**src/rtl/tmr_pkg.sv**
```systemverilog
package tmr_pkg;
  localparam int unsigned DATA_W    = 32;
  localparam int unsigned ADDR_W    = 4;
  localparam int unsigned NUM_SRC   = 4;
  localparam int unsigned SRC_W     = $clog2(NUM_SRC);

  localparam logic [ADDR_W-1:0] OFS_CTRL   = 4'h0;
  localparam logic [ADDR_W-1:0] OFS_START  = 4'h4;
  localparam logic [ADDR_W-1:0] OFS_COUNT  = 4'h8;
  localparam logic [ADDR_W-1:0] OFS_ACK    = 4'hC;

  localparam int unsigned RUN_BIT   = 0;
  localparam int unsigned SRC_LSB   = 4;
  localparam int unsigned IE_BIT    = 4;
  localparam int unsigned CLR_BIT   = 5;

  typedef enum logic [SRC_W-1:0] {
    SRC_SLOW = 2'd0,
    SRC_REF  = 2'd1,
    SRC_CPU  = 2'd2,
    SRC_BUS  = 2'd3
  } src_e;
endpackage

```
**src/rtl/tmr_regs.sv**
```systemverilog
module tmr_regs
  import tmr_pkg::*;
#(
  parameter int unsigned DW = DATA_W,
  parameter int unsigned SW = SRC_W
) (
  input  logic          clk_i,
  input  logic          rst_ni,
  input  logic          ctrl_we_i,
  input  logic          start_we_i,
  input  logic [DW-1:0] wdata_i,
  output logic          run_q_o,
  output logic          run_nx_o,
  output logic [SW-1:0] src_q_o,
  output logic [DW-1:0] start_q_o,
  output logic          arm_o
);
  logic          run_q, run_d;
  logic [SW-1:0] src_q, src_d;
  logic [DW-1:0] start_q, start_d;
  logic          start_en;

  always_comb begin
    run_d    = run_q;
    src_d    = src_q;
    if (ctrl_we_i) begin
      run_d = wdata_i[RUN_BIT];
      src_d = wdata_i[SRC_LSB +: SW];
    end
    start_en = start_we_i && !run_q;
    start_d  = start_en ? wdata_i : start_q;
  end

  always_ff @(posedge clk_i or negedge rst_ni) begin
    if (!rst_ni) begin
      run_q <= 1'b0;
      src_q <= '0;
    end else if (ctrl_we_i) begin
      run_q <= run_d;
      src_q <= src_d;
    end
  end

  always_ff @(posedge clk_i or negedge rst_ni) begin
    if (!rst_ni) begin
      start_q <= '0;
    end else if (start_en) begin
      start_q <= start_d;
    end
  end

  assign run_q_o   = run_q;
  assign run_nx_o  = run_d;
  assign src_q_o   = src_q;
  assign start_q_o = start_q;
  assign arm_o     = ctrl_we_i && wdata_i[RUN_BIT] && !run_q;
endmodule

```
**src/rtl/tmr_counter.sv**
```systemverilog
module tmr_counter
  import tmr_pkg::*;
#(
  parameter int unsigned DW = DATA_W
) (
  input  logic          clk_i,
  input  logic          rst_ni,
  input  logic          run_q_i,
  input  logic          run_nx_i,
  input  logic          arm_i,
  input  logic          tick_i,
  input  logic [DW-1:0] start_i,
  output logic [DW-1:0] count_o,
  output logic          expire_o
);
  logic [DW-1:0] cnt_q, cnt_d;
  logic          dec;
  logic          cnt_en;

  always_comb begin
    dec      = run_q_i && run_nx_i && !arm_i && tick_i && (cnt_q != '0);
    expire_o = dec && (cnt_q == DW'(1));
    if (arm_i) begin
      cnt_d = start_i;
    end else if (!run_nx_i) begin
      cnt_d = '0;
    end else if (dec) begin
      cnt_d = cnt_q - DW'(1);
    end else begin
      cnt_d = cnt_q;
    end
    cnt_en = arm_i || dec || !run_nx_i;
  end

  always_ff @(posedge clk_i or negedge rst_ni) begin
    if (!rst_ni) begin
      cnt_q <= '0;
    end else if (cnt_en) begin
      cnt_q <= cnt_d;
    end
  end

  assign count_o = cnt_q;
endmodule

```
**src/rtl/tmr_irq.sv**
```systemverilog
module tmr_irq
  import tmr_pkg::*;
#(
  parameter int unsigned DW = DATA_W
) (
  input  logic          clk_i,
  input  logic          rst_ni,
  input  logic          ack_we_i,
  input  logic [DW-1:0] wdata_i,
  input  logic          expire_i,
  output logic          status_o,
  output logic          ie_o,
  output logic          irq_o
);
  logic status_q, status_d;
  logic ie_q, ie_d;

  always_comb begin
    status_d = status_q;
    if (ack_we_i && wdata_i[CLR_BIT]) status_d = 1'b0;
    if (expire_i)                     status_d = 1'b1;
    ie_d = ack_we_i ? wdata_i[IE_BIT] : ie_q;
  end

  always_ff @(posedge clk_i or negedge rst_ni) begin
    if (!rst_ni) begin
      status_q <= 1'b0;
      ie_q     <= 1'b0;
    end else begin
      status_q <= status_d;
      if (ack_we_i) ie_q <= ie_d;
    end
  end

  assign status_o = status_q;
  assign ie_o     = ie_q;
  assign irq_o    = status_q && ie_q;
endmodule

```
**src/rtl/irq_dntimer.sv**
```systemverilog
module irq_dntimer
  import tmr_pkg::*;
#(
  parameter int unsigned DW  = DATA_W,
  parameter int unsigned AW  = ADDR_W,
  parameter int unsigned NS  = NUM_SRC,
  parameter int unsigned SYNC_STAGES = 2
) (
  input  logic          clk_i,
  input  logic          rst_ni,
  input  logic          wr_en_i,
  input  logic          rd_en_i,
  input  logic [AW-1:0] addr_i,
  input  logic [DW-1:0] wdata_i,
  output logic [DW-1:0] rdata_o,
  input  logic [NS-1:0] tick_i,
  output logic          irq_o
);
  localparam int unsigned SW = $clog2(NS);

  logic [SYNC_STAGES-1:0] rst_pipe;
  logic                   rst_sn;

  always_ff @(posedge clk_i or negedge rst_ni) begin
    if (!rst_ni) rst_pipe <= '0;
    else         rst_pipe <= {rst_pipe[SYNC_STAGES-2:0], 1'b1};
  end
  assign rst_sn = rst_pipe[SYNC_STAGES-1];

  logic          ctrl_we, start_we, ack_we;
  logic          run_q, run_nx, arm;
  logic [SW-1:0] src_q;
  logic [DW-1:0] start_q, count_q;
  logic          tick_sel, expire, status_q, ie_q;

  always_comb begin
    ctrl_we  = wr_en_i && (addr_i == OFS_CTRL);
    start_we = wr_en_i && (addr_i == OFS_START);
    ack_we   = wr_en_i && (addr_i == OFS_ACK);
    tick_sel = tick_i[src_q];
  end

  tmr_regs #(.DW(DW), .SW(SW)) u_regs (
    .clk_i      (clk_i),
    .rst_ni     (rst_sn),
    .ctrl_we_i  (ctrl_we),
    .start_we_i (start_we),
    .wdata_i    (wdata_i),
    .run_q_o    (run_q),
    .run_nx_o   (run_nx),
    .src_q_o    (src_q),
    .start_q_o  (start_q),
    .arm_o      (arm)
  );

  tmr_counter #(.DW(DW)) u_cnt (
    .clk_i    (clk_i),
    .rst_ni   (rst_sn),
    .run_q_i  (run_q),
    .run_nx_i (run_nx),
    .arm_i    (arm),
    .tick_i   (tick_sel),
    .start_i  (start_q),
    .count_o  (count_q),
    .expire_o (expire)
  );

  tmr_irq #(.DW(DW)) u_irq (
    .clk_i    (clk_i),
    .rst_ni   (rst_sn),
    .ack_we_i (ack_we),
    .wdata_i  (wdata_i),
    .expire_i (expire),
    .status_o (status_q),
    .ie_o     (ie_q),
    .irq_o    (irq_o)
  );

  always_comb begin
    rdata_o = '0;
    if (rd_en_i) begin
      unique case (addr_i)
        OFS_CTRL: begin
          rdata_o[RUN_BIT]        = run_q;
          rdata_o[SRC_LSB +: SW]  = src_q;
        end
        OFS_START: rdata_o = start_q;
        OFS_COUNT: rdata_o = run_q ? count_q : '0;
        OFS_ACK:   rdata_o[IE_BIT] = status_q;
        default:   rdata_o = '0;
      endcase
    end
  end
endmodule

```
**config.mk**
```make
export PLATFORM = sky130hd
export DESIGN_NAME = irq_dntimer
export DESIGN_NICKNAME = d
export VERILOG_FILES = /design/src/rtl/tmr_pkg.sv /design/src/rtl/tmr_regs.sv /design/src/rtl/tmr_counter.sv /design/src/rtl/tmr_irq.sv /design/src/rtl/irq_dntimer.sv
export SDC_FILE = /design/constraint.sdc
export NUM_CORES = 1
export LEC_CHECK = 0
export BUFFER_PORTS_ARGS = -buffer_cell sky130_fd_sc_hd__clkbuf_2
export CAP_MARGIN = 20
export CORE_ASPECT_RATIO = 0.9
export CORE_MARGIN = 3
export CORE_UTILIZATION = 55
export DETAILED_ROUTE_END_ITERATION = 16
export PLACE_DENSITY = 0.79
export SKIP_CTS_REPAIR_TIMING = 1
export SLEW_MARGIN = 20
export SYNTH_ARGS = -nofsm -noshare
export SYNTH_HDL_FRONTEND = slang
export SYNTH_SLANG_ARGS = --single-unit
```
**constraint.sdc**
```tcl
create_clock -name clk_i -period 6.6 [get_ports clk_i]
set_input_delay 0.99 -clock clk_i [delete_from_list [all_inputs] [get_ports clk_i]]
set_output_delay 0.99 -clock clk_i [all_outputs]
set_load 0.01 [all_outputs]
```
After elaboration in Yosys (flattened, before gate mapping)
Index checks and enable logic that the tools add are counted.
{"block": "classes", "bitwise_logic": 0, "n_mul": 0, "n_shift": 0, "addsub": 1, "reduce_logical": 22, "muxes": 15, "n_lt_le_gt_ge": 1, "div_mod_pow": 0, "eq_ne": 5}
{"operator": "32-bit 2-to-1 mux", "n": 5}
{"operator": "26-bit one-hot mux with 2 select lines", "n": 1}
{"operator": "32-bit by 1-bit == test with 1-bit output (second input constant)", "n": 1}
{"operator": "32-bit nonzero test", "n": 1}
{"operator": "32-bit by 1-bit subtractor with 32-bit output (second input constant)", "n": 1}
{"operator": "1-bit logical AND", "n": 13}
{"operator": "4-bit == test (second input constant)", "n": 2}
{"operator": "1-bit one-hot mux with 3 select lines", "n": 2}
{"operator": "3-bit one-hot mux with 2 select lines", "n": 1}
{"operator": "4-bit by 3-bit == test with 1-bit output (second input constant)", "n": 1}
{"operator": "4-bit logical NOT", "n": 1}
{"operator": "1-bit 2-to-1 mux", "n": 4}
{"operator": "1-bit one-hot mux with 4 select lines", "n": 1}
{"operator": "1-bit logical NOT", "n": 3}
{"operator": "2-bit by 3-bit less-than comparator with 1-bit output (second input constant)", "n": 1}
{"operator": "3-bit != test (second input constant)", "n": 1}
{"operator": "1-bit binary-select mux with 2-bit select", "n": 1}
{"operator": "1-bit logical OR", "n": 2}
{"operator": "2-bit AND reduction", "n": 1}
{"operator": "2-bit nonzero test", "n": 1}
{"block": "word_totals", "rom_bits": 0, "word_cells": 51, "ramBits": 0, "regBits": 71, "input_bits": 44, "latch_bits": 0, "n_memories": 0}

Logic depth before layout (Yosys ltp)
Gate-level depths: netlist of run 1.
{"block": "logic_depth", "ltp_word": 11, "ltp_mapped": 10, "mapped_depth_nobuf": 8}

Cells and area by module
A second synthesis of run 1 with hierarchy kept.
{"block": "unflattened", "hier_cells": 446, "hier_area_um2": 4540.6}
{"mod": "tmr_counter", "seq_area_each_um2": 800.8, "area_each_um2": 2228.4, "cells_each": 263, "instances": 1}
{"mod": "tmr_regs", "seq_area_each_um2": 875.8, "area_each_um2": 1470.2, "cells_each": 79, "instances": 1}
{"mod": "irq_dntimer", "seq_area_each_um2": 50.0, "area_each_um2": 759.5, "cells_each": 98, "instances": 1}
{"mod": "tmr_irq", "seq_area_each_um2": 50.0, "area_each_um2": 82.6, "cells_each": 6, "instances": 1}

Worst setup path before layout of run 1
OpenSTA, ideal clock, no wires.
{"block": "synth_path", "kind": "input port to output port", "start": "input port addr_i[1]", "end": "output port rdata_o[21]", "path_buffers": 2, "path_stages": 6, "path_slack_ps": 3311, "t_required_ps": 5610, "arrival_time_ps": 2299, "path_cell_list": "nor2_1 and3_1 clkbuf_1 buf_1 a22oi_1 nor2b_1"}
{"block": "synth_via", "elab_chain_len": 3}
{"item": "start, declared", "line": "irq_dntimer.sv:13", "text": "input logic [AW-1:0] addr_i,"}
{"item": "4-bit == test / 4-bit by 3-bit == test with 1-bit output (equally long branches)", "line": "irq_dntimer.sv:82", "text": "unique case (addr_i)"}
{"item": "26-bit one-hot mux with 2 select lines (*)", "line": "irq_dntimer.sv:82"}
{"item": "32-bit 2-to-1 mux (*)", "line": "irq_dntimer.sv:81", "text": "if (rd_en_i) begin"}
{"item": "end, declared", "line": "irq_dntimer.sv:15", "text": "output logic [DW-1:0] rdata_o,"}
Every way passes the cells marked *; elsewhere a longest branch is shown, timed or not.

Final worst setup path of run 1
{"block": "layout_path", "start": "input port addr_i[1]", "end": "output port rdata_o[31]"}
Same word-level chain as after synthesis.

==> summary.md, run 1 <==
| Metric | Value |
|---|---|
| Status | complete, no violations |
| Asr flop ratio synth | 100% |
| Synth cell types | 68 |
| Vias in the first global route | 3900 |
| Pwr dens | 411 nW/um2 |
| Initial antenna violation count | 0 |
| First-pass GRT wire length | 19.1 mm |
| Final setup vio count | 0 |
| Clock share of power | 15.3% |
| Die ar. | 9030 um2 |
| GRT Residual Overflow | 0 |
| Clk sinks | 71 |
| Avg Vias per Cell | 6.48 |
| Dominant synthesized flop cell | dfrtp_1 |
| FMAX | 280 MHz |
| DRC errors left | 0 |
| H-tree depth | 3 |
| Io pins | 77 |
| Sequential power share | 36.9% |
| Iter 0 DRT Violations | 355 |
| Type of origin of the critical path | primary input |
| Power, Total | 2.02 mW |
| Clock-pin slew on the worst setup and hold paths | 0.08 ns |
| Pin count of the biggest net entering global routing | 54 |
| Gr usage total | 26.0% |
| Antenna Cells | 0 |
| Max cap viols | 0 |
| Post-synth EDFFs | 0 |
| Rows | 30 |
| Routability cong. | 0.861 |
| Crit-path max FO | 31 |
| FILL cells | 657 |
| Internal power | 1.08 mW |
| Critical path data arrival time | 2.59 ns |
| WL per Instance | 18.4 um |
| Pins Over Slew Limit | 0 |
| Worst EP required | 5.61 ns |
| Tcrit/Tclk final | 54.2% |
| Setup CP Type | in2out |
| DP HPWL | 7.85 mm |
| Hold violation total from the final report | 0 |
| Root buf cell | clkbuf_8 |
| Worst ir drop on vdd | 0.188 mV |
| Min cycle time layout | 3.58 ns |
| Worst-Margin Slew | 0.993 ns |
| Sw frac | 46.9% |
| Die outline height | 90.5 um |
| Core area | 7620 um2 |
| Sequential share of the synthesized area | 40.7% |
| Critical path endpoint category | primary output |
| Area occupied by multi-input gates | 2410 um2 |
| Gate Count Post-Synth | 471 |
| CTS buffer count | 9 |
| Number of iterations in the first detailed-routing pass | 5 |
| Syn_nets | 517 |
| DR vias | 4100 |
| RSZ-0062 raised after global routing | false |
| Final Skew | 0.00935 ns |
| Clock buffer depth | 2 |
| Psw | 0.949 mW |
| HP Class | reg2async |
| TNS Setup | 0 ns |
| Static Leakage | 2.12 nW |
| Clock tree from TritonCTS | yes |
| Layout area overhead | 13.0% |
| NumNets Final | 578 |
| Share of cells above drive strength 1 | 27.6% |
| Relative slew margins | 33.3% |
| Combinational share of power | 47.8% |
| Total Wirelength | 11.7 mm |
| Die Width | 99.9 um |
| Syn Area/Cell | 9.26 um2 |
| FF/Latch Area | 1780 um2 |
| Worst skew pair latency | 0.36 ns |
| Antenna viol nets, final | 0 |
| Yosys reg bits | 71 |
| Area of the mapped netlist | 4360 um2 |
| Starting Density | 57.2% |
| Synth warn | 0 |
| Port Buf Inserts | 76 |
==> cells in the mapped netlist, types with 3 or more instances <==
cell type | number | share of area [%]
a211oi_1 | 3 | 0.52
a21oi_1 | 47 | 5.4
a22o_1 | 4 | 0.80
a22oi_1 | 30 | 5.2
a31oi_1 | 5 | 0.72
a41oi_1 | 3 | 0.60
and2_1 | 8 | 1.1
and3_1 | 4 | 0.57
buf_1 | 3 | 0.26
buf_2 | 5 | 0.57
buf_6 | 4 | 1.0
clkbuf_1 | 14 | 1.2
dfrtp_1 | 71 | 41
inv_1 | 10 | 0.86
mux2_2 | 32 | 8.3
nand2_1 | 50 | 4.3
nand2b_1 | 3 | 0.43
nand3_1 | 11 | 1.3
nand3b_1 | 4 | 0.69
nand4_1 | 6 | 0.86
nor2_1 | 26 | 2.2
nor2b_1 | 31 | 4.4
nor3_1 | 7 | 0.80
nor4_1 | 6 | 0.86
nor4_2 | 4 | 1.1
o21a_1 | 3 | 0.52
o21ai_0 | 19 | 2.2
o21ai_1 | 3 | 0.34
==> critical path: stages <==
cell,delay [ns]
clkbuf_2,0.11
nor2_1,0.27
and3_2,0.69
a22oi_1,0.24
nor2b_1,0.15
clkbuf_2,0.14
==> final timing paths <==
kind,start,endpoint,slack [ns],depth (start not counted)
worst max-delay path,addr_i[1],rdata_o[31],3.02,6
worst min-delay path,rst_pipe[1],u_regs.start_q_o[17],0.18,0
worst max register to register,u_cnt.count_o[0],u_cnt.count_o[30],3.54,7
worst min register to register,rst_pipe[1],u_regs.start_q_o[17],0.18,0
max in group asynchronous,rst_pipe[1],u_regs.start_q_o[3],5.39,1
min in group clk_i,rst_pipe[0],rst_pipe[1],0.36,0
==> routing by layer <==
layer	vias to the layer above	GRT usage, %	part of all wire, %
li1	1875	-	-
met1	1998	36.9	44
met2	216	40.5	47
met3	11	5.87	8.6
met4	0	5.92	0.64
met5	-	0	0
==> cells by family after synthesis <==
logic type / share of synthesized area [%]
AOI/OAI and AO/OA: 22.4
muxes: 9.24
DFF: 40.7
adders and majority gates: 0.574
buffers and inverters: 4.39
other: 0.0860
and+or+nand+nor: 22.5
==> power groups by stage <==
stage          sequential, mW  combinational, mW  clock (mW)
6_report                0.747              0.968       0.310
5_1_grt                 0.764               1.06       0.337
4_1_cts                 0.739              0.940       0.315
3_5_place_dp            0.747              0.931           0
3_3_place_gp            0.737              0.890           0
2_1_floorplan           0.692              0.754           0
==> state kept, by name, summed over array words and instances (netlist names) <==
signal,cells
rst_pipe,2
u_irq.ie_o,1
u_regs.src_q_o,2
u_irq.status_o,1
u_regs.start_q_o,32
u_cnt.count_o,32
u_regs.run_q_o,1
==> layout make-up <==
cell class | instances | area share (%)
timing repair buffer | 79 | 8.18
tap | 96 | 2.44
sequential | 71 | 36.1
multi-input combinational | 361 | 49.0
inverter | 10 | 0.762
clock buffer | 9 | 2.51
clock inverter | 7 | 1.02
==> stage by stage <==
stage | setup WS (ns) | utilization [%] | instance area (um2) | instances | hold slack [ns]
after floorplan | 3.31 | - | 4360 | 471 | 0.331
after global placement | 2.60 | 62.1 | 4730 | 617 | 0.184
after detailed placement | 2.46 | 62.1 | 4730 | 617 | 0.186
after CTS | 2.58 | 64.4 | 4910 | 633 | 0.193
after global routing | 2.83 | 64.6 | 4930 | 633 | 0.222
final | 3.02 | 64.6 | 4930 | 633 | 0.181
==> cell usage in the layout (no fill, tap or decap), types with 3 or more instances in the layout <==
cell | Yosys | final
nand4_1 | 6 | 6
a22o_1 | 4 | 4
o21a_1 | 3 | 3
nor2_1 | 26 | 26
and2_1 | 8 | 8
buf_4 | 2 | 3
nand2b_1 | 3 | 3
clkbuf_8 | 0 | 9
o21ai_0 | 19 | 19
nand3_1 | 11 | 11
inv_1 | 10 | 10
nor4_2 | 4 | 4
a22oi_1 | 30 | 30
nor2b_1 | 31 | 31
a41oi_1 | 3 | 3
mux2_2 | 32 | 32
dfrtp_1 | 71 | 70
clkinvlp_4 | 0 | 3
nor4_1 | 6 | 6
nand3b_1 | 4 | 4
clkbuf_2 | 1 | 76
nand2_1 | 50 | 50
a211oi_1 | 3 | 3
a31oi_1 | 5 | 5
a21oi_1 | 47 | 47
nor3_1 | 7 | 7
Power figures use the tool's default switching activity.
==> run 2: changes to the inputs <==
clock period = 3.5 ns   (was 6.6 ns; I/O delays follow)
==> summary.md, run 2 (same netlist as run 1, synthesis figures left out) <==
| Metric | Value |
|---|---|
| R2r startpoint | u_cnt.count_o[16] |
| Pwr dens | 784 nW/um2 |
| Static Leakage | 2.17 nW |
| Psw | 1.77 mW |
| Pins Over Slew Limit | 0 |
| Clock-pin slew on the worst setup and hold paths | 0.08 ns |
| Clk sinks | 71 |
| Type of origin of the critical path | flop |
| GRT Residual Overflow | 0 |
| Iter 0 DRT Violations | 264 |
| DR vias | 4089 |
| HP Class | reg2async |
| Sw frac | 45.1% |
| Hold violation total from the final report | 0 |
| Commonest non-fill, non-tap cell in the layout | clkbuf_2 |
| Relative slew margins | 29.2% |
| FMAX | 362 MHz |
| First-pass GRT wire length | 19.5 mm |
| Die ar. | 9030 um2 |
| DP HPWL | 8.15 mm |
| Avg Vias per Cell | 6.39 |
| Pin count of the biggest net entering global routing | 46 |
| NumNets Final | 585 |
| Combinational share of power | 46.4% |
| Reg-to-Reg End | u_cnt.count_o[0] |
| Critical path data arrival time | 3.02 ns |
| Routability cong. | 0.947 |
| Port Buf Inserts | 76 |
| Total Wirelength | 11.6 mm |
| Number of iterations in the first detailed-routing pass | 6 |
| Sequential power share | 36.1% |
| Max cap viols | 0 |
| Worst ir drop on vdd | 0.379 mV |
| FILL cells | 676 |
| Root buf cell | clkbuf_8 |
| Clock share of power | 17.5% |
| Clock tree from TritonCTS | yes |
| Bufs and invs on worst path | 1 |
| Critical path endpoint category | flop |
| CTS buffer count | 9 |
| Status | complete, no violations |
| Final setup vio count | 0 |
| Crit-path max FO | 8 |
| Die outline height | 90.5 um |
| Commonest non-fill, non-tap cells in the layout | clkbuf_2, dfrtp_1, nand2_1 |
| Layout area overhead | 14.5% |
| Layout Utilization | 65.5% |
| CP delay by family, top | simple AND/OR/NAND/NOR gates |
| TNS Setup | 0 ns |
| WL per Instance | 18.1 um |
| Final Cell Area | 4990 um2 |
| Crit path cell chain | nor4_2 -> and3_1 -> nand3_1 -> o21ai_1 -> buf_4 -> o21ai_0 -> a22oi_1 |
| Area post-placement | 4780 um2 |
| Worst path slowest cell | nor4_2 |
| Worst EP required | 3.76 ns |
| Starting Density | 57.2% |
| Share of cells above drive strength 1 | 27.8% |
| Clock buffer depth | 2 |
| RSZ-0062 raised after global routing | false |
| Final Skew | 0.0110 ns |
| Io pins | 77 |
| Max incr delay on CP | 0.52 ns |
| Worst-Margin Slew | 1.06 ns |
| Tcrit/Tclk final | 78.9% |
| Die Width | 99.9 um |
| Worst skew pair latency | 0.35 ns |
| Setup CP Type | reg2reg |
| R2r setup slk | 0.74 ns |
| DRC errors left | 0 |
| Initial antenna violation count | 0 |
| H-tree depth | 3 |
| Worst Reg2Reg Path Length in Cells | 7 |
| Antenna Cells | 0 |
| Vias in the first global route | 3875 |
| Min cycle time layout | 2.76 ns |
| Rows | 30 |
| Antenna viol nets, final | 0 |
| Core area | 7620 um2 |
| Gr usage total | 26.5% |
| Internal power | 2.15 mW |
==> run 2: cell count changes in the layout (fill, tap and decap cells not counted), moves of 2 or more <==
cell        change
clkinvlp_4      -2
and3_1          +2
and3_2          -2
buf_4           +6
clkbuf_8        +2
==> run 2: layer usage <==
| layer | wire (um) | GRT usage [%] | vias to the layer above |
|---|---|---|---|
| li1 | - | - | 1882 |
| met1 | 5160 | 38.0 | 2008 |
| met2 | 5460 | 41.2 | 182 |
| met3 | 838 | 5.33 | 17 |
| met4 | 160 | 6.60 | 0 |
| met5 | 0 | 0 | - |
==> run 2: layout make-up <==
class                      count  area (um2)  share of cell area (%)
clock buffer                  11         151                    3.03
clock inverter                 5        56.3                    1.13
inverter                      10        37.5                   0.752
multi-input combinational    361        2390                    47.9
sequential                    71        1780                    35.6
tap                           96         120                    2.41
timing repair buffer          86         458                    9.17
==> run 2: worst max-delay path by stage <==
| stage | startpoint | end | slack (ns) | cells past startpoint |
|---|---|---|---|---|
| 2_1_floorplan | addr_i[1] | rdata_o[21] | 1.14 | 6 |
| 3_3_place_gp | wr_en_i | u_cnt.count_o[19] | 0.88 | 7 |
| 3_5_place_dp | wr_en_i | u_cnt.count_o[19] | 0.80 | 7 |
| 4_1_cts | u_regs.run_q_o | rdata_o[29] | 0.77 | 6 |
| 5_1_grt | u_regs.run_q_o | rdata_o[17] | 0.59 | 6 |
| 6_report | u_cnt.count_o[16] | u_cnt.count_o[0] | 0.74 | 7 |
==> run 2: stage by stage <==
stage / power, mW / worst slack [ns] / std cells / hold slack (ns)
after floorplan: 2.73 / 1.14 / 471 / 0.229
after global placement: 3.12 / 0.876 / 623 / 0.311
after detailed placement: 3.19 / 0.805 / 623 / 0.315
after CTS: 3.89 / 0.773 / 639 / -0.0706
after global routing: 4.21 / 0.589 / 640 / 0.372
final: 3.91 / 0.738 / 640 / 0.329
==> run 2: power groups by stage <==
stage                     registers, mW  logic [mW]  clock network, mW
after CTS                          1.41        1.78              0.699
after floorplan                    1.30        1.42                  0
final                              1.41        1.81              0.684
after global placement             1.41        1.71                  0
after detailed placement           1.42        1.77                  0
after global routing               1.46        2.01              0.731
==> run 2: worst reg2reg max path, cell delays in order, from the launching register on <==
cell and delay [ns]:
dfrtp_1 0.47, nor4_2 0.52, and3_1 0.42, nand3_1 0.19, o21ai_1 0.51, buf_4 0.26
o21ai_0 0.09, a22oi_1 0.22
==> run 3: changes to the inputs <==
CORE_UTILIZATION = 51   (was 55)
PLACE_DENSITY = 0.77   (was 0.79)
clock period = 2.5 ns   (was 3.5 ns; I/O delays follow)
==> summary.md, run 3 (same netlist as run 1, synthesis figures left out) <==
| Metric | Value |
|---|---|
| DR vias | 4130 |
| Vias in the first global route | 4052 |
| H-tree depth | 3 |
| Commonest non-fill, non-tap cell in the layout | clkbuf_2 |
| Psw | 2.45 mW |
| Setup ws final | 0.198 ns |
| Routability cong. | 0.942 |
| WL per Instance | 17.6 um |
| Rows | 31 |
| Clock share of power | 15.3% |
| Core area | 8180 um2 |
| Status | complete, no violations |
| Internal power | 3.08 mW |
| Hold violation total from the final report | 0 |
| Root buf cell | clkbuf_8 |
| Worst skew pair latency | 0.36 ns |
| Place WS | 0.193 ns |
| RSZ-0062 raised after global routing | false |
| Min cycle time layout | 2.30 ns |
| Critical path endpoint category | flop |
| Layout area overhead | 18.0% |
| Initial antenna violation count | 0 |
| Gr usage total | 26.1% |
| FILL cells | 738 |
| Sw frac | 44.3% |
| DP HPWL | 8.67 mm |
| Static Leakage | 2.27 nW |
| Clk sinks | 71 |
| Port Buf Inserts | 76 |
| Crit-path max FO | 11 |
| Crit path cell chain | inv_1 -> ha_1 -> nor4b_4 -> and4_1 -> and4_1 -> o21ai_1 -> buf_4 -> o21a_1 -> o22a_1 |
| Die ar. | 9700 um2 |
| First-pass GRT wire length | 19.9 mm |
| Antenna Cells | 0 |
| Share of cells above drive strength 1 | 29.8% |
| Io pins | 77 |
| Clock-pin slew on the worst setup and hold paths | 0.07 ns |
| Crit-path most repeated cell | and4_1 |
| Iter 0 DRT Violations | 285 |
| Die outline height | 93.7 um |
| Starting Density | 53.3% |
| Combinational share of power | 49.2% |
| Max cap viols | 0 |
| Avg Vias per Cell | 6.11 |
| Max incr delay on CP | 0.42 ns |
| Worst path slowest cell | dfrtp_1 |
| Relative slew margins | 53.3% |
| Commonest non-fill, non-tap cells in the layout | clkbuf_2, dfrtp_1, nand2_1 |
| Critical path data arrival time | 2.55 ns |
| Worst-Margin Slew | 0.696 ns |
| GRT Residual Overflow | 0 |
| Clock buffer depth | 2 |
| Pin count of the biggest net entering global routing | 42 |
| NumNets Final | 604 |
| Setup CP Type | reg2reg |
| Worst ir drop on vdd | 0.587 mV |
| Total Wirelength | 11.9 mm |
| FMAX | 434 MHz |
| Clock tree from TritonCTS | yes |
| DRC errors left | 0 |
| Worst EP required | 2.75 ns |
| Tcrit/Tclk final | 92.1% |
| Antenna viol nets, final | 0 |
| Final Skew | 0.00450 ns |
| Number of iterations in the first detailed-routing pass | 5 |
| CTS buffer count | 9 |
| Type of origin of the critical path | flop |
| HP Class | in2reg |
| TNS Setup | 0 ns |
| Pins Over Slew Limit | 0 |
| Final setup vio count | 0 |
| Pwr dens | 1070 nW/um2 |
| Sequential power share | 35.4% |
| Die Width | 103 um |
## run 3: through the flow
stage | util [%] | std cells | cell area, um2 | hold WS (ns) | power, mW
finish | 62.9 | 676 | 5150 | 0.245 | 5.53
global route | 62.9 | 676 | 5150 | 0.231 | 5.98
CTS | 62.7 | 675 | 5130 | -0.226 | 5.46
detailed placement | 60.5 | 661 | 4950 | 0.163 | 4.60
global placement | 60.5 | 661 | 4950 | 0.163 | 4.53
floorplan | - | 471 | 4360 | 0.0794 | 3.82
## run 3: worst max-delay path: cells and delay by family (launching register included)
kind	cells	cell delay (ns)
buffers and inverters	2	0.34
DFF	1	0.42
adders and majority gates	1	0.27
AOI/OAI and AO/OA	3	0.37
and+or+nand+nor	3	0.79
## run 3: layout make-up
cell class                 count  area (um2)  share of cell area, %
clock buffer                  13         169                   3.28
clock inverter                 1        5.00                 0.0972
inverter                      10        37.5                  0.729
multi-input combinational    361        2400                   46.6
sequential                    71        1780                   34.5
tap                          115         144                   2.80
timing repair buffer         105         613                   11.9
## run 3: power by group through the flow
stage,Sequential [mW],Combinational [mW],Clock (mW)
6_report,1.96,2.72,0.847
5_1_grt,2.01,3.06,0.915
4_1_cts,1.94,2.65,0.866
3_5_place_dp,1.96,2.64,0
3_3_place_gp,1.94,2.59,0
2_1_floorplan,1.83,1.99,0
## run 3: metal layers
metal  track usage, %  share of wire (%)  vias to the layer above  wire (um)
li1                 -                  -                     1917          -
met1             36.5                 45                     2025       5400
met2             40.9                 47                      170       5560
met3             6.38                6.7                       18        798
met4             6.26                1.2                        0        140
met5                0                  0                        -          0
## run 3: worst paths after layout
check,start,endpoint,slack (ns),cells after the start
min,wdata_i[12],u_regs.start_q_o[12],0.25,2
max reg2reg,u_cnt.count_o[0],u_cnt.count_o[13],0.20,9
max,u_cnt.count_o[0],u_cnt.count_o[13],0.20,9
min reg2reg,rst_pipe[1],u_cnt.count_o[14],0.31,0
min in group asynchronous,rst_pipe[1],u_cnt.count_o[14],0.31,0
max in group asynchronous,rst_pipe[1],u_regs.start_q_o[4],1.53,1
